--- config.mk ---
export PLATFORM = sky130hd
export DESIGN_NAME = bus_hold_arb
export DESIGN_NICKNAME = d
export VERILOG_FILES = /design/src/rtl/bus_hold_pkg.sv /design/src/rtl/bus_hold_sync.sv /design/src/rtl/bus_hold_fsm.sv /design/src/rtl/bus_hold_arb.sv
export SDC_FILE = /design/constraint.sdc
export NUM_CORES = 1
export LEC_CHECK = 0
export BUFFER_PORTS_ARGS = -buffer_cell sky130_fd_sc_hd__buf_2
export CAP_MARGIN = 20
export CORE_AREA = 4 4 41 43
export DETAILED_ROUTE_END_ITERATION = 6
export DIE_AREA = 0 0 45 47
export PLACE_DENSITY_LB_ADDON = 0.05
export REMOVE_ABC_BUFFERS = 1
export SLEW_MARGIN = 40
export SYNTH_ARGS = -nofsm -noshare
export SYNTH_HDL_FRONTEND = slang
export SYNTH_HIERARCHICAL = 1
export SYNTH_SLANG_ARGS = --single-unit
--- constraint.sdc ---
create_clock -name clk -period 2.2 [get_ports clk]
set_input_delay 0 -clock clk [delete_from_list [all_inputs] [get_ports clk]]
set_output_delay 0 -clock clk [all_outputs]
set_load 0.02 [all_outputs]
--- src/rtl/bus_hold_pkg.sv ---
package bus_hold_pkg;
  localparam int TSTATE_W = 3;

  typedef enum logic [TSTATE_W-1:0] {
    TS_T1   = 3'd0,
    TS_T2   = 3'd1,
    TS_T3   = 3'd2,
    TS_T4   = 3'd3,
    TS_IDLE = 3'd4,
    TS_WAIT = 3'd5
  } tstate_e;

  typedef enum logic [1:0] {
    OWN_BUS  = 2'd0,
    HELD_BUS = 2'd1,
    RELEASED = 2'd2
  } own_e;

  // A bus cycle boundary is the end of T4 or any idle state.
  function automatic logic is_cycle_boundary(input logic [TSTATE_W-1:0] ts);
    return (ts == TS_T4) || (ts == TS_IDLE);
  endfunction
endpackage

--- src/rtl/bus_hold_sync.sv ---
module bus_hold_sync #(
  parameter int STAGES = 2
) (
  input  logic clk,
  input  logic rst_n,
  input  logic async_i,
  output logic sync_o
);
  localparam int LAST = STAGES - 1;

  logic [LAST:0] chain_q;

  generate
    for (genvar g = 0; g < STAGES; g++) begin : g_stage
      if (g == 0) begin : g_first
        always_ff @(posedge clk or negedge rst_n) begin
          if (!rst_n) chain_q[0] <= 1'b0;
          else        chain_q[0] <= async_i;
        end
      end else begin : g_next
        always_ff @(posedge clk or negedge rst_n) begin
          if (!rst_n) chain_q[g] <= 1'b0;
          else        chain_q[g] <= chain_q[g-1];
        end
      end
    end
  endgenerate

  assign sync_o = chain_q[LAST];
endmodule

--- src/rtl/bus_hold_fsm.sv ---
module bus_hold_fsm
  import bus_hold_pkg::*;
(
  input  logic                clk,
  input  logic                rst_n,
  input  logic                hold_s_i,
  input  logic [TSTATE_W-1:0] tstate_i,
  input  logic                core_req_i,
  output logic                hlda_o,
  output logic                bus_float_o,
  output logic                start_ok_o
);
  own_e state_q, state_d;

  logic at_boundary;
  logic grant_now;
  logic release_now;
  logic resume_now;

  assign at_boundary = is_cycle_boundary(tstate_i);
  assign grant_now   = hold_s_i && at_boundary && (state_q != HELD_BUS);
  assign release_now = (state_q == HELD_BUS) && !hold_s_i;
  assign resume_now  = (state_q == RELEASED) && core_req_i && !grant_now;

  always_comb begin
    state_d = state_q;
    unique case (state_q)
      OWN_BUS:  if (grant_now) state_d = HELD_BUS;
      HELD_BUS: if (release_now) state_d = RELEASED;
      RELEASED: begin
        if (grant_now)       state_d = HELD_BUS;
        else if (resume_now) state_d = OWN_BUS;
      end
      default:  state_d = OWN_BUS;
    endcase
  end

  always_ff @(posedge clk or negedge rst_n) begin
    if (!rst_n) state_q <= OWN_BUS;
    else        state_q <= state_d;
  end

  assign hlda_o      = (state_q == HELD_BUS);
  assign bus_float_o = (state_q != OWN_BUS);
  assign start_ok_o  = (state_q == OWN_BUS) && core_req_i && !grant_now;


  grant_at_boundary_chk: assert property (@(posedge clk) disable iff (!rst_n)
    $rose(hlda_o) |-> ($past(tstate_i) == TS_T4 || $past(tstate_i) == TS_IDLE));

  float_with_hlda_chk: assert property (@(posedge clk) disable iff (!rst_n)
    hlda_o |-> bus_float_o);

  no_start_in_hold_chk: assert property (@(posedge clk) disable iff (!rst_n)
    hlda_o |-> !start_ok_o);

  drop_after_release_chk: assert property (@(posedge clk) disable iff (!rst_n)
    $fell(hlda_o) |-> !$past(hold_s_i));

  drive_on_demand_chk: assert property (@(posedge clk) disable iff (!rst_n)
    $fell(bus_float_o) |-> $past(core_req_i));

  grant_needs_sync_chk: assert property (@(posedge clk) disable iff (!rst_n)
    $rose(hlda_o) |-> $past(hold_s_i));
endmodule

--- src/rtl/bus_hold_arb.sv ---
module bus_hold_arb
  import bus_hold_pkg::*;
#(
  parameter int SYNC_STAGES = 2
) (
  input  logic                clk,
  input  logic                rst_n,
  input  logic                hold_req_i,
  input  logic [TSTATE_W-1:0] tstate_i,
  input  logic                core_req_i,
  output logic                hlda_o,
  output logic                bus_float_o,
  output logic                cycle_start_ok_o
);
  logic hold_sync;

  bus_hold_sync #(.STAGES(SYNC_STAGES)) u_sync (
    .clk     (clk),
    .rst_n   (rst_n),
    .async_i (hold_req_i),
    .sync_o  (hold_sync)
  );

  bus_hold_fsm u_fsm (
    .clk         (clk),
    .rst_n       (rst_n),
    .hold_s_i    (hold_sync),
    .tstate_i    (tstate_i),
    .core_req_i  (core_req_i),
    .hlda_o      (hlda_o),
    .bus_float_o (bus_float_o),
    .start_ok_o  (cycle_start_ok_o)
  );


  reset_idle_chk: assert property (@(posedge clk)
    !rst_n |=> (!hlda_o && !bus_float_o));
endmodule

# Word-level counts from Yosys, hierarchy flattened
# Cells that the tools add are included.
# totals
reg_bits,4
latch_bits,0
mem_bits_rw,0
rom_bits,0
in_bits,7
n_memories,0
# classes
addsub,0
multipliers,0
div_mod_pow,0
n_lt_le_gt_ge,0
n_eq_ne,8
shift,0
muxes,5
bitwise_logic,0
n_reduce_logical,13
# ops
cell,count
2-to-1 mux 2 bit,4
logical AND 1 bit,7
inequality test 2 x 1 -> 1 bit (second input constant),3
case mux 2 bit (3 select lines),1
equality test 3 x 2 -> 1 bit (second input constant),1
equality test 3 bit (second input constant),1
inequality test 3 x 1 -> 1 bit (second input constant),1
AND reduction 3 bit,1
equality test 2 x 1 -> 1 bit (second input constant),1
equality test 2 bit (second input constant),1
logical NOT 1 bit,2
logical NOT 2 bit,1
nonzero test 2 bit,1
logical OR 1 bit,1

# Depth between registers and ports, before layout
# Gate-level depths: netlist (run 1).
# depth
word_depth,9
ltp_mapped,3
mapped_depth_nobuf,3

# Modules after synthesis
# The synthesis (run 1) kept the hierarchy.
# modules_own_cells
mod,n_inst,cells_per_inst,area_each_um2,seq_area_each_um2
bus_hold_fsm,1,16,155.1,50.0
bus_hold_sync,1,2,50.0,50.0

# Worst setup path before layout (run 1)
# Ideal clock, no wire load.
# synth_path
path_kind,register to output
startpoint,register u_fsm.state_q[0]
endpoint,output port cycle_start_ok_o
arrival_time_ns,1.086
t_required_ns,2.200
setup_slack_ns,1.114
path_stages_with_launch,3
n_path_buf,0
path_cell_list,dfrtp_1 or2_1 nor3b_2
# synth_via
elab_chain_cells,4
elab_cells_between_ends,6
# synth_lines
item,line_no,rtl
"start, declared",bus_hold_fsm.sv:13,"own_e state_q, state_d;"
"start signal, assigned",bus_hold_fsm.sv:40,else state_q <= state_d;
inequality test 2 x 1 -> 1 bit,bus_hold_fsm.sv:21,assign grant_now = hold_s_i && at_boundary && (state_q != HELD_BUS);
logical AND 1 bit,bus_hold_fsm.sv:21,
logical NOT 1 bit,bus_hold_fsm.sv:45,assign start_ok_o = (state_q == OWN_BUS) && core_req_i && !grant_now;
logical AND 1 bit *,bus_hold_fsm.sv:45,
"end, declared",bus_hold_arb.sv:13,output logic cycle_start_ok_o
# Every way passes the cells marked *; elsewhere a longest branch is shown, timed or not.

# Final worst setup path (run 1)
# Same ends and word-level chain as after synthesis.

==> metrics, run 1 <==
most common cell in the netlist dfrtp_1; synthesis-to-layout area growth 56.7%; setup TNS 0 ns; Num Clock Sinks 4; first-pass GRT wire length 662 um; Avg Cell Area, Syn 11.4 um^2; # IOs 10; Comb power frac 0.202; fin crit share 0.556; Syn Inst Count 18; Startpoint Class flop; fmax approximately 0.8 GHz; core footprint 1300 um^2; drt wl/cell 8.98 um; Mapped Area slightly above 200 um^2; Primary FF master, synth dfrtp_1; Yosys cell types 13; worst-margin pin slew 0.328 ns; dominant cell type by area after synthesis dfrtp_1; gr usage total 0.0492; Bufs on Longest Clock Path 2; Place WS 1.20 ns; clk_lat worst skew 0.23 ns; via count 185; gpl congestion roughly 0.66; top post-synthesis cells by count dfrtp_1, nand2_1; Final Max Slew Viols 0; Switching Share 0.248; critical path class flop to primary output; antenna cells 0; Seq pwr share 0.393; flops & latches, synth 4; Routed WL 431 um; Vert. Die Dim 47 um; Clock power frac 0.405; top cell type's share of synthesized area 0.488; post-detail-place hpwl 375 um; Post-CTS Setup Repair Bufs 0; max-cap violation count 0; IO buf count 9; vias in the first global route 156; total internal power 0.000160 W; Die Area 2120 um^2; layout cells sized above 1 0.455; largest net degree at the start of global routing 6; number of DRC markers in iteration 0 2; Slew HR 0.780; Nets 42; clock root buffer clkbuf_4; Hold Crit Class input pin to async pin; Clock Skew roughly 0.0034 ns; final setup fails 0; CTS buffer count 3; Fin. Hold Viols 0; Detail Route Antenna Nets 0; GRT overflow 0; Yosys warning count 6; drt pass-1 iters 3; post-synthesis sequential area ratio 0.488; hold_ws 0.108 ns; Critical Path Fanout Max 5; PwrDens around 660 nW/um^2; fraction of registers with async set/reset 1.00; Worst Slack Setup Final 0.976 ns; Layout Utilization 0.247; WP data required 2.20 ns; leakage power 0.156 nW; outcome finished, final reports clean; min Tclk post-route ~1.2 ns; placement row count 13; CP Capture Type primary output; CTS tree built; Net Sw Power 0.0000527 W; initial antenna violation count 0; Via density 3.85; CTS H-tree depth 1; Die Wd 45 um; Peak VDD IR 0.196 mV; RSZ-0062 raised after global routing no; initial cell density of the core 0.158; CP arrival 1.22 ns; EDFF count, synth 0; CTS clk-pin slew, worst paths 0.04 ns; DRC viols 0; top cells by area, synth dfrtp_1, o41ai_2, nor3b_2
==> layout by cell type, fill, tap and decap left out <==
master         count
buf_2              9
nor2_1             1
nand2_1            3
nor3b_2            1
dfrtp_1            4
clkbuf_4           3
nor2b_1            1
dlygate4sd3_1      3
o31ai_2            1
nand2b_1           1
or2_1              1
nand4b_1           1
nor3b_1            1
o41ai_2            1
inv_1              1
o311a_1            1
==> final cells by class <==
class                   instances  area (um^2)
repair buffers                 12         75.1
fillers                       151          980
well taps                      15         18.8
inverters                       1         3.75
multi-input cells              13          101
flip-flops and latches          4          100
clock buffers                   3         22.5
==> state kept, by name, summed over array words and instances (netlist names) <==
| name | flops |
|---|---|
| u_fsm/state_q | 2 |
| u_sync/sync_o | 1 |
| u_sync/chain_q | 1 |
==> path summary, 6_finish.rpt <==
path                              startpoint  slack, ns  cells past startpoint               end
max in group asynchronous              rst_n       1.97                      2     u_sync/sync_o
min reg2reg                u_sync/chain_q[0]       0.35                      0     u_sync/sync_o
min in group clk                 tstate_i[2]       0.19                      3  u_fsm/state_q[0]
max                         u_fsm/state_q[0]       0.98                      3  cycle_start_ok_o
min                                    rst_n       0.11                      2  u_fsm/state_q[0]
max reg2reg                    u_sync/sync_o       1.24                      3  u_fsm/state_q[1]
==> worst max-delay path: stages (launching register included) <==
cell,delay [ns]
dfrtp_1,0.41
or2_1,0.26
nor3b_2,0.14
buf_2,0.18
==> power by group through the flow <==
stage | sequential (W) | combinational [W] | clock (W)
final | 0.0000836 | 0.0000429 | 0.0000862
after global routing | 0.0000843 | 0.0000469 | 0.0000979
after CTS | 0.0000836 | 0.0000436 | 0.0000920
after detailed placement | 0.0000845 | 0.0000395 | 0
after global placement | 0.0000847 | 0.0000388 | 0
after floorplan | 0.0000832 | 0.0000232 | 0
==> per-stage QoR <==
step                      power (W)  std cells  area (um^2)
after CTS                  0.000219         48          322
after global placement     0.000123         42          269
final                      0.000213         48          322
after detailed placement   0.000124         42          269
after global routing       0.000229         48          322
after floorplan            0.000106         18          205
==> cell families after synthesis <==
logic type / count (synthesis) / share of synthesized area
buffers and inverters: 1 / 0.0183
flip-flops: 4 / 0.488
AND/OR/NAND/NOR: 10 / 0.305
AO/OA/AOI/OAI: 3 / 0.189
==> repair_timing <==
action	4_1_cts	5_1_grt
endpoints found under the hold margin	6	0
hold buffers	3	0
gates resized for setup	0	0
==> metal layers <==
layer / GRT usage / part of all wire
met5: 0 / 0
met4: 0.0351 / 0
met3: 0.0498 / 0.11
met2: 0.0537 / 0.43
met1: 0.0552 / 0.45
Note: power is estimated with default switching activity, not from simulation.
==> run 2, diff against run 1 <==
==> constraint.sdc (replaced) <==
create_clock -name clk -period 1.1 [get_ports clk]
set_input_delay 0 -clock clk [delete_from_list [all_inputs] [get_ports clk]]
set_output_delay 0 -clock clk [all_outputs]
set_load 0.02 [all_outputs]
==> run 2 against run 1 <==
Net effect:
- the run now ends with setup timing left
- first-iteration DRC count is the same
- hold slack lost 0.0068 ns
- sequential power grew 96%
- utilization grew 4.7 points
- clock skew shrank 0.00052 ns
- global-route usage grew 1.7 points
- cell area grew 19%
- combinational power grew to 2.9 times the previous value
- non-clock buffer count grew 4
- critical path depth is the same
- clock power grew 110%
- flip-flop and latch count is the same
- critical path type unchanged
==> metrics, run 2 (synthesis results as in run 1) <==
DRC viols 0; Routed WL 608 um; Net Sw Power 0.000126 W; number of DRC markers in iteration 0 2; fin area about 380 um^2; PwrDens 1220 nW/um^2; total internal power 0.000343 W; Die Area 2120 um^2; critical path class flop to primary output; fin crit share 1.08; Vert. Die Dim 47 um; core footprint ~1300 um^2; Clock Skew 0.00284 ns; Final Max Slew Viols 0; leading cell type in the layout, fill and taps excluded buf_2; # IOs 10; placed cell areas 269 um^2; placement row count 13; Biggest register u_fsm/state_q; WP data required ~1.1 ns; Detail Route Antenna Nets 0; Fin. Hold Viols 0; Nets 46; CTS H-tree depth 1; vias in the first global route 212; Comb power frac 0.268; min Tclk post-route 1.18 ns; IO buf count 9; CTS clk-pin slew, worst paths around 0.040 ns; drt pass-1 iters 3; first-pass GRT wire length 945 um; most frequent cells in the layout buf_2, buf_4, dfrtp_1; failing checks setup timing; Startpoint Class flop; Cells after DPL 42; CP arrival 1.18 ns; Switching Share 0.268; largest net degree at the start of global routing 5; fmax about 0.84 GHz; Place WS 0.0806 ns; RSZ-0062 raised after global routing yes; initial cell density of the core 0.158; antenna cells 0; Die Wd between 40 and 50 um; Peak VDD IR 0.708 mV; final setup fails 1; Hold Crit Class input pin to async pin; layout cells sized above 1 0.541; worst-margin pin slew approximately 0.22 ns; outcome complete, but fails checks; setup TNS -0.0843 ns; GRT overflow 0; gpl congestion 0.663; Bufs on Longest Clock Path 2; Worst Slack Setup Final -0.0843 ns; via count 213; Largest register FFs 2; Critical Path Fanout Max 2; clock root buffer clkbuf_4; CTS buffer count 3; initial antenna violation count 0; leakage power 0.185 nW; Layout Cells excl Fill 52; CTS tree built; synthesis-to-layout area growth 86.6%; Seq pwr share 0.350; drt wl/cell 11.7 um; Num Clock Sinks 4; max-cap violation count 0; Clock power frac 0.382; CP Capture Type primary output; clk_lat worst skew 0.23 ns; post-detail-place hpwl 414 um; gr usage total 0.0666; Via density ~4.1; Slew HR 0.850
-- run 2: worst max-delay path, stage by stage, from the launching register on --
cell,delay (ns)
dfrtp_1,0.39
or2_1,0.24
nor3b_2,0.17
buf_4,0.16
-- run 2: per-layer routing --
metal	track usage	vias up	part of all wire
li1	-	104	-
met1	0.0759	100	0.39
met2	0.0876	9	0.50
met3	0.0651	0	0.10
met4	0.0175	0	0
met5	0	-	0
-- run 2: power groups by stage --
| stage | clock network (W) | logic [W] | registers (W) |
|---|---|---|---|
| final | 0.000179 | 0.000126 | 0.000164 |
| after global routing | 0.000196 | 0.000137 | 0.000165 |
| after global placement | 0 | 0.0000782 | 0.000170 |
| after detailed placement | 0 | 0.0000800 | 0.000170 |
| after CTS | 0.000185 | 0.000114 | 0.000164 |
| after floorplan | 0 | 0.0000464 | 0.000166 |
-- run 2: path summary, 6_finish.rpt --
kind                                   start           endpoint  slack, ns  depth (start not counted)
max                         u_fsm/state_q[0]   cycle_start_ok_o      -0.08                          3
min                                    rst_n   u_fsm/state_q[1]       0.10                          2
max reg2reg                    u_sync/sync_o   u_fsm/state_q[1]       0.02                          4
min reg2reg                u_sync/chain_q[0]      u_sync/sync_o       0.34                          0
max in group asynchronous              rst_n  u_sync/chain_q[0]       0.88                          2
min in group clk                 tstate_i[2]   u_fsm/state_q[0]       0.20                          3
-- run 2: timing repair --
action                     in CTS  in global routing
setup endpoints to repair       2                  3
resized for setup               2                  4
buffers inserted                4                  0
hold buffers                    3                  0
pin swaps                       3                  1
hold endpoints to repair        6                  0
-- run 2: layout make-up --
class	count	area (um^2)
clock buffer	3	22.5
inverter	1	3.75
timing repair buffer	16	114
multi-input combinational	13	124
tap	15	18.8
sequential	4	100
fill	147	918
-- run 2: stage by stage --
| step | utilization | hold slack, ns | power, W |
|---|---|---|---|
| after floorplan | - | -0.296 | 0.000213 |
| after global placement | 0.207 | -0.193 | 0.000248 |
| after detailed placement | 0.207 | -0.194 | 0.000250 |
| after CTS | 0.279 | 0.101 | 0.000463 |
| after global routing | 0.294 | 0.112 | 0.000498 |
| final | 0.294 | 0.101 | 0.000469 |
